**config.mk**
```make
export PLATFORM = sky130hd
export DESIGN_NAME = csr_bank
export DESIGN_NICKNAME = d
export VERILOG_FILES = /design/src/rtl/csr_bank_pkg.sv /design/src/rtl/csr_raw_port.sv /design/src/rtl/csr_field_store.sv /design/src/rtl/csr_read_mux.sv /design/src/rtl/csr_bank.sv
export SDC_FILE = /design/constraint.sdc
export NUM_CORES = 1
export LEC_CHECK = 0
export BUFFER_PORTS_ARGS = -buffer_cell sky130_fd_sc_hd__buf_2
export CAP_MARGIN = 15
export CORE_AREA = 8 8 77 79
export CTS_BUF_LIST = sky130_fd_sc_hd__clkbuf_2 sky130_fd_sc_hd__clkbuf_4 sky130_fd_sc_hd__clkbuf_8
export CTS_CLUSTER_DIAMETER = 100
export DETAILED_ROUTE_END_ITERATION = 10
export DIE_AREA = 0 0 85 87
export MAX_ROUTING_LAYER = met4
export PLACE_DENSITY = 0.72
export REMOVE_ABC_BUFFERS = 1
export SETUP_SLACK_MARGIN = 0.4
export SLEW_MARGIN = 20
export SYNTH_ARGS = -nofsm -noshare
export SYNTH_HDL_FRONTEND = slang
export SYNTH_HIERARCHICAL = 1
export SYNTH_SLANG_ARGS = --single-unit
```
**constraint.sdc**
```tcl
create_clock -name clk_i -period 3.12 [get_ports clk_i]
set_clock_uncertainty 0.05 [all_clocks]
set_input_delay 0.156 -clock clk_i [delete_from_list [all_inputs] [get_ports clk_i]]
set_output_delay 0.156 -clock clk_i [all_outputs]
set_load 0.02 [all_outputs]
```
**src/rtl/csr_bank_pkg.sv**
```systemverilog
package csr_bank_pkg;

    typedef enum logic [1:0] {
        ACC_RO = 2'd0,
        ACC_WO = 2'd1,
        ACC_RW = 2'd2
    } acc_e;

    function automatic logic acc_can_rd(acc_e a);
        return (a == ACC_RO) || (a == ACC_RW);
    endfunction

    function automatic logic acc_can_wr(acc_e a);
        return (a == ACC_WO) || (a == ACC_RW);
    endfunction

endpackage

```
**src/rtl/csr_raw_port.sv**
```systemverilog
module csr_raw_port #(
    parameter int BUS_W  = 8,
    parameter int ADDR_W = 4,
    parameter int MY_ADDR = 0
) (
    input  logic              clk_i,
    input  logic              rst_ni,
    input  logic [ADDR_W-1:0] bus_addr_i,
    input  logic              bus_we_i,
    input  logic [BUS_W-1:0]  bus_wdata_i,
    output logic              stb_o,
    output logic [BUS_W-1:0]  data_o
);

    typedef struct packed {
        logic             stb;
        logic [BUS_W-1:0] data;
    } raw_st_t;

    raw_st_t st_d, st_q;

    always_comb begin
        logic hit;
        st_d = st_q;
        hit = bus_we_i && (int'(bus_addr_i) == MY_ADDR);
        st_d.stb = hit;
        if (hit) begin
            st_d.data = bus_wdata_i;
        end
    end

    always_ff @(posedge clk_i) begin
        if (!rst_ni) begin
            st_q <= '0;
        end else begin
            st_q <= st_d;
        end
    end

    assign stb_o  = st_q.stb;
    assign data_o = st_q.data;

endmodule

```
**src/rtl/csr_field_store.sv**
```systemverilog
module csr_field_store
    import csr_bank_pkg::*;
#(
    parameter int   W       = 4,
    parameter acc_e BUS_ACC = ACC_RW,
    parameter acc_e DEV_ACC = ACC_RW
) (
    input  logic         clk_i,
    input  logic         rst_ni,
    input  logic [W-1:0] bus_bwe_i,
    input  logic [W-1:0] bus_bwd_i,
    input  logic         dev_we_i,
    input  logic [W-1:0] dev_wd_i,
    output logic [W-1:0] val_o,
    output logic [W-1:0] dev_rd_o,
    output logic [W-1:0] bus_rd_o
);

    localparam logic BUS_WR = acc_can_wr(BUS_ACC);
    localparam logic BUS_RD = acc_can_rd(BUS_ACC);
    localparam logic DEV_WR = acc_can_wr(DEV_ACC);
    localparam logic DEV_RD = acc_can_rd(DEV_ACC);

    typedef struct packed {
        logic [W-1:0] val;
    } fld_st_t;

    fld_st_t st_d, st_q;

    always_comb begin
        st_d = st_q;
        for (int j = 0; j < W; j++) begin
            if (BUS_WR && bus_bwe_i[j]) begin
                st_d.val[j] = bus_bwd_i[j];
            end
        end
        // core side is applied last so it wins a same-cycle collision
        if (DEV_WR && dev_we_i) begin
            st_d.val = dev_wd_i;
        end
    end

    always_ff @(posedge clk_i) begin
        if (!rst_ni) begin
            st_q <= '0;
        end else begin
            st_q <= st_d;
        end
    end

    assign val_o    = st_q.val;
    assign dev_rd_o = DEV_RD ? st_q.val : '0;
    assign bus_rd_o = BUS_RD ? st_q.val : '0;

endmodule

```
**src/rtl/csr_read_mux.sv**
```systemverilog
module csr_read_mux #(
    parameter int BUS_W   = 8,
    parameter int ADDR_W  = 4,
    parameter int N_RAW   = 2,
    parameter int N_WORDS = 2
) (
    input  logic                     clk_i,
    input  logic                     rst_ni,
    input  logic [ADDR_W-1:0]        bus_addr_i,
    input  logic [N_RAW*BUS_W-1:0]   raw_rdata_i,
    input  logic [N_WORDS*BUS_W-1:0] fld_view_i,
    output logic [BUS_W-1:0]         rdata_o
);

    typedef struct packed {
        logic [BUS_W-1:0] rdata;
    } rd_st_t;

    rd_st_t st_d, st_q;

    always_comb begin
        st_d.rdata = '0;
        for (int i = 0; i < N_RAW; i++) begin
            if (int'(bus_addr_i) == i) begin
                st_d.rdata = raw_rdata_i[i*BUS_W +: BUS_W];
            end
        end
        // slice k counts from the most significant end
        for (int k = 0; k < N_WORDS; k++) begin
            if (int'(bus_addr_i) == N_RAW + k) begin
                st_d.rdata = fld_view_i[(N_WORDS-1-k)*BUS_W +: BUS_W];
            end
        end
    end

    always_ff @(posedge clk_i) begin
        if (!rst_ni) begin
            st_q <= '0;
        end else begin
            st_q <= st_d;
        end
    end

    assign rdata_o = st_q.rdata;

endmodule

```
**src/rtl/csr_bank.sv**
```systemverilog
module csr_bank
    import csr_bank_pkg::*;
#(
    parameter int   BUS_W  = 8,
    parameter int   ADDR_W = 4,
    parameter int   N_RAW  = 2,
    parameter int   N_FLD  = 4,
    parameter int   FLD_W   [N_FLD] = '{4, 6, 3, 3},
    parameter acc_e BUS_ACC [N_FLD] = '{ACC_RW, ACC_RO, ACC_RW, ACC_WO},
    parameter acc_e DEV_ACC [N_FLD] = '{ACC_RO, ACC_WO, ACC_RW, ACC_RO},
    localparam int  TOTAL_W_L = 16,
    localparam int  PAD_W = ((TOTAL_W_L + BUS_W - 1) / BUS_W) * BUS_W
) (
    input  logic                   clk_i,
    input  logic                   rst_ni,
    input  logic [ADDR_W-1:0]      bus_addr_i,
    input  logic                   bus_we_i,
    input  logic [BUS_W-1:0]       bus_wdata_i,
    output logic [BUS_W-1:0]       bus_rdata_o,
    output logic [N_RAW*BUS_W-1:0] raw_wdata_o,
    output logic [N_RAW-1:0]       raw_wstb_o,
    input  logic [N_RAW*BUS_W-1:0] raw_rdata_i,
    output logic [PAD_W-1:0]       fld_rd_o,
    input  logic [N_FLD-1:0]       fld_we_i,
    input  logic [PAD_W-1:0]       fld_wdata_i
);

    function automatic int fld_lsb(int idx);
        int s = 0;
        for (int i = 0; i < idx; i++) begin
            s += FLD_W[i];
        end
        return s;
    endfunction

    localparam int TOTAL_W = fld_lsb(N_FLD);
    localparam int N_WORDS = PAD_W / BUS_W;
    localparam int MAP_END = N_RAW + N_WORDS;

    initial begin
        if (TOTAL_W != TOTAL_W_L) $display("csr_bank: field widths must sum to %0d", TOTAL_W_L);
        if (MAP_END > (1 << ADDR_W)) $display("csr_bank: address map exceeds ADDR_W");
    end

    // ---------------- pass-through registers ----------------
    for (genvar r = 0; r < N_RAW; r++) begin : g_raw
        csr_raw_port #(
            .BUS_W  (BUS_W),
            .ADDR_W (ADDR_W),
            .MY_ADDR(r)
        ) u_raw (
            .clk_i      (clk_i),
            .rst_ni     (rst_ni),
            .bus_addr_i (bus_addr_i),
            .bus_we_i   (bus_we_i),
            .bus_wdata_i(bus_wdata_i),
            .stb_o      (raw_wstb_o[r]),
            .data_o     (raw_wdata_o[r*BUS_W +: BUS_W])
        );
    end

    // ---------------- word decode onto the field vector ----------------
    logic [PAD_W-1:0] bus_bwe;
    logic [PAD_W-1:0] bus_bwd;

    always_comb begin
        for (int k = 0; k < N_WORDS; k++) begin
            bus_bwe[(N_WORDS-1-k)*BUS_W +: BUS_W] =
                {BUS_W{bus_we_i && (int'(bus_addr_i) == N_RAW + k)}};
        end
        bus_bwd = {N_WORDS{bus_wdata_i}};
    end

    // ---------------- fields ----------------
    logic [PAD_W-1:0] fld_val;
    logic [PAD_W-1:0] fld_view;

    for (genvar f = 0; f < N_FLD; f++) begin : g_fld
        localparam int LSB = fld_lsb(f);
        localparam int FW  = FLD_W[f];

        csr_field_store #(
            .W      (FW),
            .BUS_ACC(BUS_ACC[f]),
            .DEV_ACC(DEV_ACC[f])
        ) u_fld (
            .clk_i    (clk_i),
            .rst_ni   (rst_ni),
            .bus_bwe_i(bus_bwe[LSB +: FW]),
            .bus_bwd_i(bus_bwd[LSB +: FW]),
            .dev_we_i (fld_we_i[f]),
            .dev_wd_i (fld_wdata_i[LSB +: FW]),
            .val_o    (fld_val[LSB +: FW]),
            .dev_rd_o (fld_rd_o[LSB +: FW]),
            .bus_rd_o (fld_view[LSB +: FW])
        );
    end

    // ---------------- registered read path ----------------
    csr_read_mux #(
        .BUS_W  (BUS_W),
        .ADDR_W (ADDR_W),
        .N_RAW  (N_RAW),
        .N_WORDS(N_WORDS)
    ) u_rd (
        .clk_i      (clk_i),
        .rst_ni     (rst_ni),
        .bus_addr_i (bus_addr_i),
        .raw_rdata_i(raw_rdata_i),
        .fld_view_i (fld_view),
        .rdata_o    (bus_rdata_o)
    );

endmodule

```
After elaboration in Yosys (flattened, before gate mapping)
Cells that the tools add are included.
{"block": "op_classes", "n_eq_ne": 3, "muxes": 8, "reduce_logical": 6}
{"op": "two-way mux 8 bit", "n": 4}
{"op": "== test 4 x 3 -> 1 bit (second input constant)", "n": 2}
{"op": "== test 4 x 2 -> 1 bit (second input constant)", "n": 1}
{"op": "logical AND 1 bit", "n": 4}
{"op": "zero test 4 bit", "n": 1}
{"op": "two-way mux 1 bit", "n": 3}
{"op": "two-way mux 3 bit", "n": 1}
{"op": "nonzero test 2 bit", "n": 1}
{"block": "word_totals", "reg_bits": 42, "input_bits": 51, "out_inout_bits": 42, "elab_cells": 26}

Longest topological paths before layout
{"block": "depth", "ltp_word": 5, "mapped_depth": 4, "ltp_nobuf": 4}

Modules after synthesis
The synthesis kept the hierarchy.
{"module": "csr_read_mux", "seq_area_each_um2": 160.2, "instances": 1, "area_per_inst_um2": 410.4, "cells_each": 38}
{"module": "csr_raw_port at g_raw[0].u_raw", "seq_area_each_um2": 180.2, "instances": 1, "area_per_inst_um2": 366.6, "cells_each": 39}
{"module": "csr_raw_port at g_raw[1].u_raw", "seq_area_each_um2": 180.2, "instances": 1, "area_per_inst_um2": 364.1, "cells_each": 39}
{"module": "csr_field_store at g_fld[1].u_fld", "seq_area_each_um2": 120.1, "instances": 1, "area_per_inst_um2": 322.8, "cells_each": 32}
{"module": "csr_field_store at g_fld[0].u_fld", "seq_area_each_um2": 80.1, "instances": 1, "area_per_inst_um2": 205.2, "cells_each": 20}
{"module": "csr_field_store at g_fld[2].u_fld", "seq_area_each_um2": 60.1, "instances": 1, "area_per_inst_um2": 187.7, "cells_each": 18}
{"module": "csr_field_store at g_fld[3].u_fld", "seq_area_each_um2": 60.1, "instances": 1, "area_per_inst_um2": 157.7, "cells_each": 16}
{"module": "csr_bank", "seq_area_each_um2": 0.0, "instances": 1, "area_per_inst_um2": 31.3, "cells_each": 3}

Worst setup path after synthesis
Ideal clock, no wire load.
{"block": "synth_timing", "kind": "in2reg", "start": "input bus_addr_i[0]", "end": "register g_fld[2].u_fld.st_q (netlist bit g_fld[2].u_fld/bus_rd_o[0])", "arrival_time_ns": 1.306, "setup_time_ns": 0.116, "n_path_buf": 0, "required_ns": 2.954, "stages": 3, "setup_slack_ns": 1.648, "cell_sequence": "nor4_2 > mux2_1 > o211a_1"}
{"block": "synth_between", "elab_chain_cells": 3}
{"element": "from (decl)", "line_no": "csr_bank.sv:16", "text": "input logic [ADDR_W-1:0] bus_addr_i,"}
{"element": "== test 4 x 3 -> 1 bit", "line_no": "csr_bank.sv:69", "text": "{BUS_W{bus_we_i && (int'(bus_addr_i) == N_RAW + k)}};"}
{"element": "logical AND 1 bit", "line_no": "csr_bank.sv:69"}
{"element": "nonzero test 2 bit (no line)"}
{"element": "to (signal assigned)", "line_no": "csr_field_store.sv:47", "text": "st_q <= st_d;"}
{"element": "to (decl)", "line_no": "csr_field_store.sv:28", "text": "fld_st_t st_d, st_q;"}
Every way passes these cells.
A chain may end at the register's enable or synchronous reset.

Final worst setup path
{"block": "layout_timing", "start": "input bus_addr_i[1]", "end": "register g_fld[0].u_fld.st_q (netlist bit g_fld[0].u_fld/bus_rd_o[0])"}
{"block": "layout_between", "elab_chain_cells": 2}
{"element": "== test 4 x 3 -> 1 bit", "line_no": "csr_bank.sv:69"}
{"element": "logical AND 1 bit", "line_no": "csr_bank.sv:69"}
{"element": "net bus_bwe[0]", "line_no": "csr_bank.sv:63", "text": "logic [PAD_W-1:0] bus_bwe;"}
{"element": "to (signal assigned)", "line_no": "csr_field_store.sv:47"}
{"element": "to (decl)", "line_no": "csr_field_store.sv:28"}
The timed path passes the listed nets, and every way through them passes these cells.

==> impl_results.rst <==
.. list-table::
   :header-rows: 1

   * - Metric
     - Value
   * - Status
     - completed
   * - Number of cells after detailed placement
     - 306
   * - Pin count of the biggest net entering global routing
     - 46
   * - Req. time, crit path
     - 3250 ps
   * - H-tree depth reported by CTS
     - 2
   * - Master cell of the clock root buffer
     - clkbuf_8
   * - Final Net Count
     - 308
   * - Core Util, Final
     - 0.4832
   * - Final hold viol count
     - 0
   * - Worst-margin pin slew
     - 760.5 ps
   * - Setup crit start
     - bus_addr_i[1]
   * - Count of TritonRoute iterations in the first routing pass
     - 4
   * - CTS Sinks
     - 42
   * - Initial DRC count
     - 62
   * - Nature of the critical path endpoint
     - register
   * - Insertion delay to the later sink of the worst-skew pair
     - 280 ps
   * - Hold Startpoint
     - raw_rdata_i[13]
   * - Routed via count
     - 1464
   * - Clock-pin transition on the worst setup and hold timing paths
     - 80 ps
   * - Die height
     - 87 um
   * - CTS tree
     - built
   * - Pins Over Slew Limit
     - 0
   * - Worst min path class
     - in -> reg
   * - Critical path start-end classification
     - in -> reg
   * - Critical path startpoint category
     - input pin
   * - Remaining number of nets flagged by the antenna check after routing
     - 0
   * - IR Drop Worst-Case VDD
     - 255.6 uV
   * - Overall routing resource usage
     - 0.1244
   * - Initial Util
     - 0.3973
   * - GPL Wtd Cong
     - 0.6936
   * - Startpoint of the worst-slack reg-to-reg timing path
     - g_fld[2].u_fld/bus_rd_o[2]$_SDFFE_PN0P_
   * - Mapped Avg Cell Area
     - 10.19 um^2
   * - Achievable frequency
     - 632.4 MHz
   * - Proportion of layout cells with a drive suffix above 1
     - 0.3605
   * - Area overhead of the layout relative to synthesis
     - 21.64%
   * - Setup bufs post-CTS
     - 0
   * - Number of endpoints failing setup at the final stage
     - 0
   * - Average detailed-routed wire length per instance
     - 13.79 um
   * - Clock Tree Buf Depth
     - 2
   * - Filler cell count
     - 477
   * - Post-CTS Resized
     - 0
   * - Cell Pwr Density
     - 447.1 nW/um^2
   * - Max_cap viols
     - 0
   * - First-pass GRT wire length
     - 7.169 mm
   * - I/O pins
     - 93
   * - Vias in the first global route
     - 1478
   * - Via/cell ratio
     - 4.648
   * - Footprint of the flip-flops and latches
     - 840.8 um^2
   * - Final cell count without fillers
     - 315
   * - Cts bufs inserted
     - 5
   * - Final critical-path share of the clock period
     - 0.5068
   * - Antenna violations before repair
     - 1
   * - Min cycle time layout
     - 1581 ps
   * - Final TNS setup
     - 0 ps
   * - Unrepaired setup endpoints after global routing
     - no
   * - Static power due to leakage
     - 1.126 nW
   * - Post-CTS Hold Buffers
     - 0
   * - Floorplan row count
     - 26
   * - Area of the core region
     - 4847 um^2
   * - Syn. warnings
     - 6
   * - Horizontal die dimension
     - 85 um
   * - Post-synthesis instance total
     - 189
   * - Post-detailed-placement half-perimeter wirelength
     - 3.362 mm
   * - Total global routing overflow
     - 0
   * - Max transition margin
     - 0.4888
   * - Die footprint
     - 7395 um^2
   * - Worst-path fanout max
     - 19
   * - Critical Path AT
     - 1710 ps
   * - Synthesized area
     - 1926 um^2
   * - Count of unresolved DRC violations after routing
     - 0
   * - I/O Buffers
     - 77
   * - Area occupied by multi-input gates
     - 918.4 um^2
   * - Overall routed net length
     - 4.344 mm
power by group:
part / total, W / leakage (nW) / internal, W / switching, W
clock: 0.000361 / 0.0517 / 0.000187 / 0.000174
sequential: 0.000557 / 0.341 / 0.000550 / 0.00000669
combinational: 0.000129 / 0.733 / 0.0000572 / 0.0000723
registers in the layout, indices dropped and copies added (netlist names):
name and flops:
g_fld.u_fld/bus_rd_o 13, g_fld.u_fld/dev_rd_o 3, g_raw.u_raw/data_o 16, g_raw.u_raw/stb_o 2
u_rd/rdata_o 8
layer usage:
metal | vias up | part of all wire | track usage
met5 | - | 0 | -
met4 | 0 | 0.0092 | 0.03398
met3 | 5 | 0.096 | 0.05755
met2 | 60 | 0.43 | 0.1889
met1 | 641 | 0.46 | 0.1443
li1 | 758 | - | -
path summary, 6_finish.rpt:
kind | to | slack [ps] | cells past startpoint
min | u_rd/rdata_o[5]$_SDFF_PN0_ | 80 | 3
max | g_fld[0].u_fld/bus_rd_o[0]$_SDFFE_PN0P_ | 1540 | 5
max reg2reg | g_fld[2].u_fld/bus_rd_o[2]$_SDFFE_PN0P_ | 2160 | 2
min reg2reg | g_raw[0].u_raw/data_o[5]$_SDFFE_PN0P_ | 400 | 2
per-stage QoR:
step	setup WS, ps	area (um^2)	hold slack (ps)	power [W]
global route	1400	2342	74.60	0.001106
global placement	1229	2245	368.3	0.0006980
detailed placement	1189	2245	374.1	0.0006998
floorplan	1648	1759	227.7	0.0006332
finish	1539	2342	83.32	0.001047
CTS	1499	2340	71.96	0.001065
layout make-up:
type	count	share of cell area
diodes	1	0.001068
clock buffers	7	0.03846
clock inverters	1	0.002137
multi-input cells	127	0.3921
flip-flops and latches	42	0.3590
well taps	56	0.02991
repair buffers	81	0.1773
worst max-delay path, cell delays in order:
cell	delay, ps
buf_2	430
nand2_1	180
nor4b_2	600
mux2i_1	270
nor2b_1	70
placed cells by master (no fill, tap or decap):
cell type	instances
mux2i_1	45
buf_2	77
o211a_1	3
nand2b_1	4
mux2_1	3
o22ai_1	8
nor2b_1	13
or4bb_1	1
and2_1	2
clkbuf_8	6
nand2_1	34
nor4b_2	1
buf_4	4
clkbuf_4	1
dfxtp_1	42
diode_2	1
nor4_2	3
conb_1	9
clkinv_2	1
or4b_1	1
No activity file was read; power rests on OpenSTA's default activity.
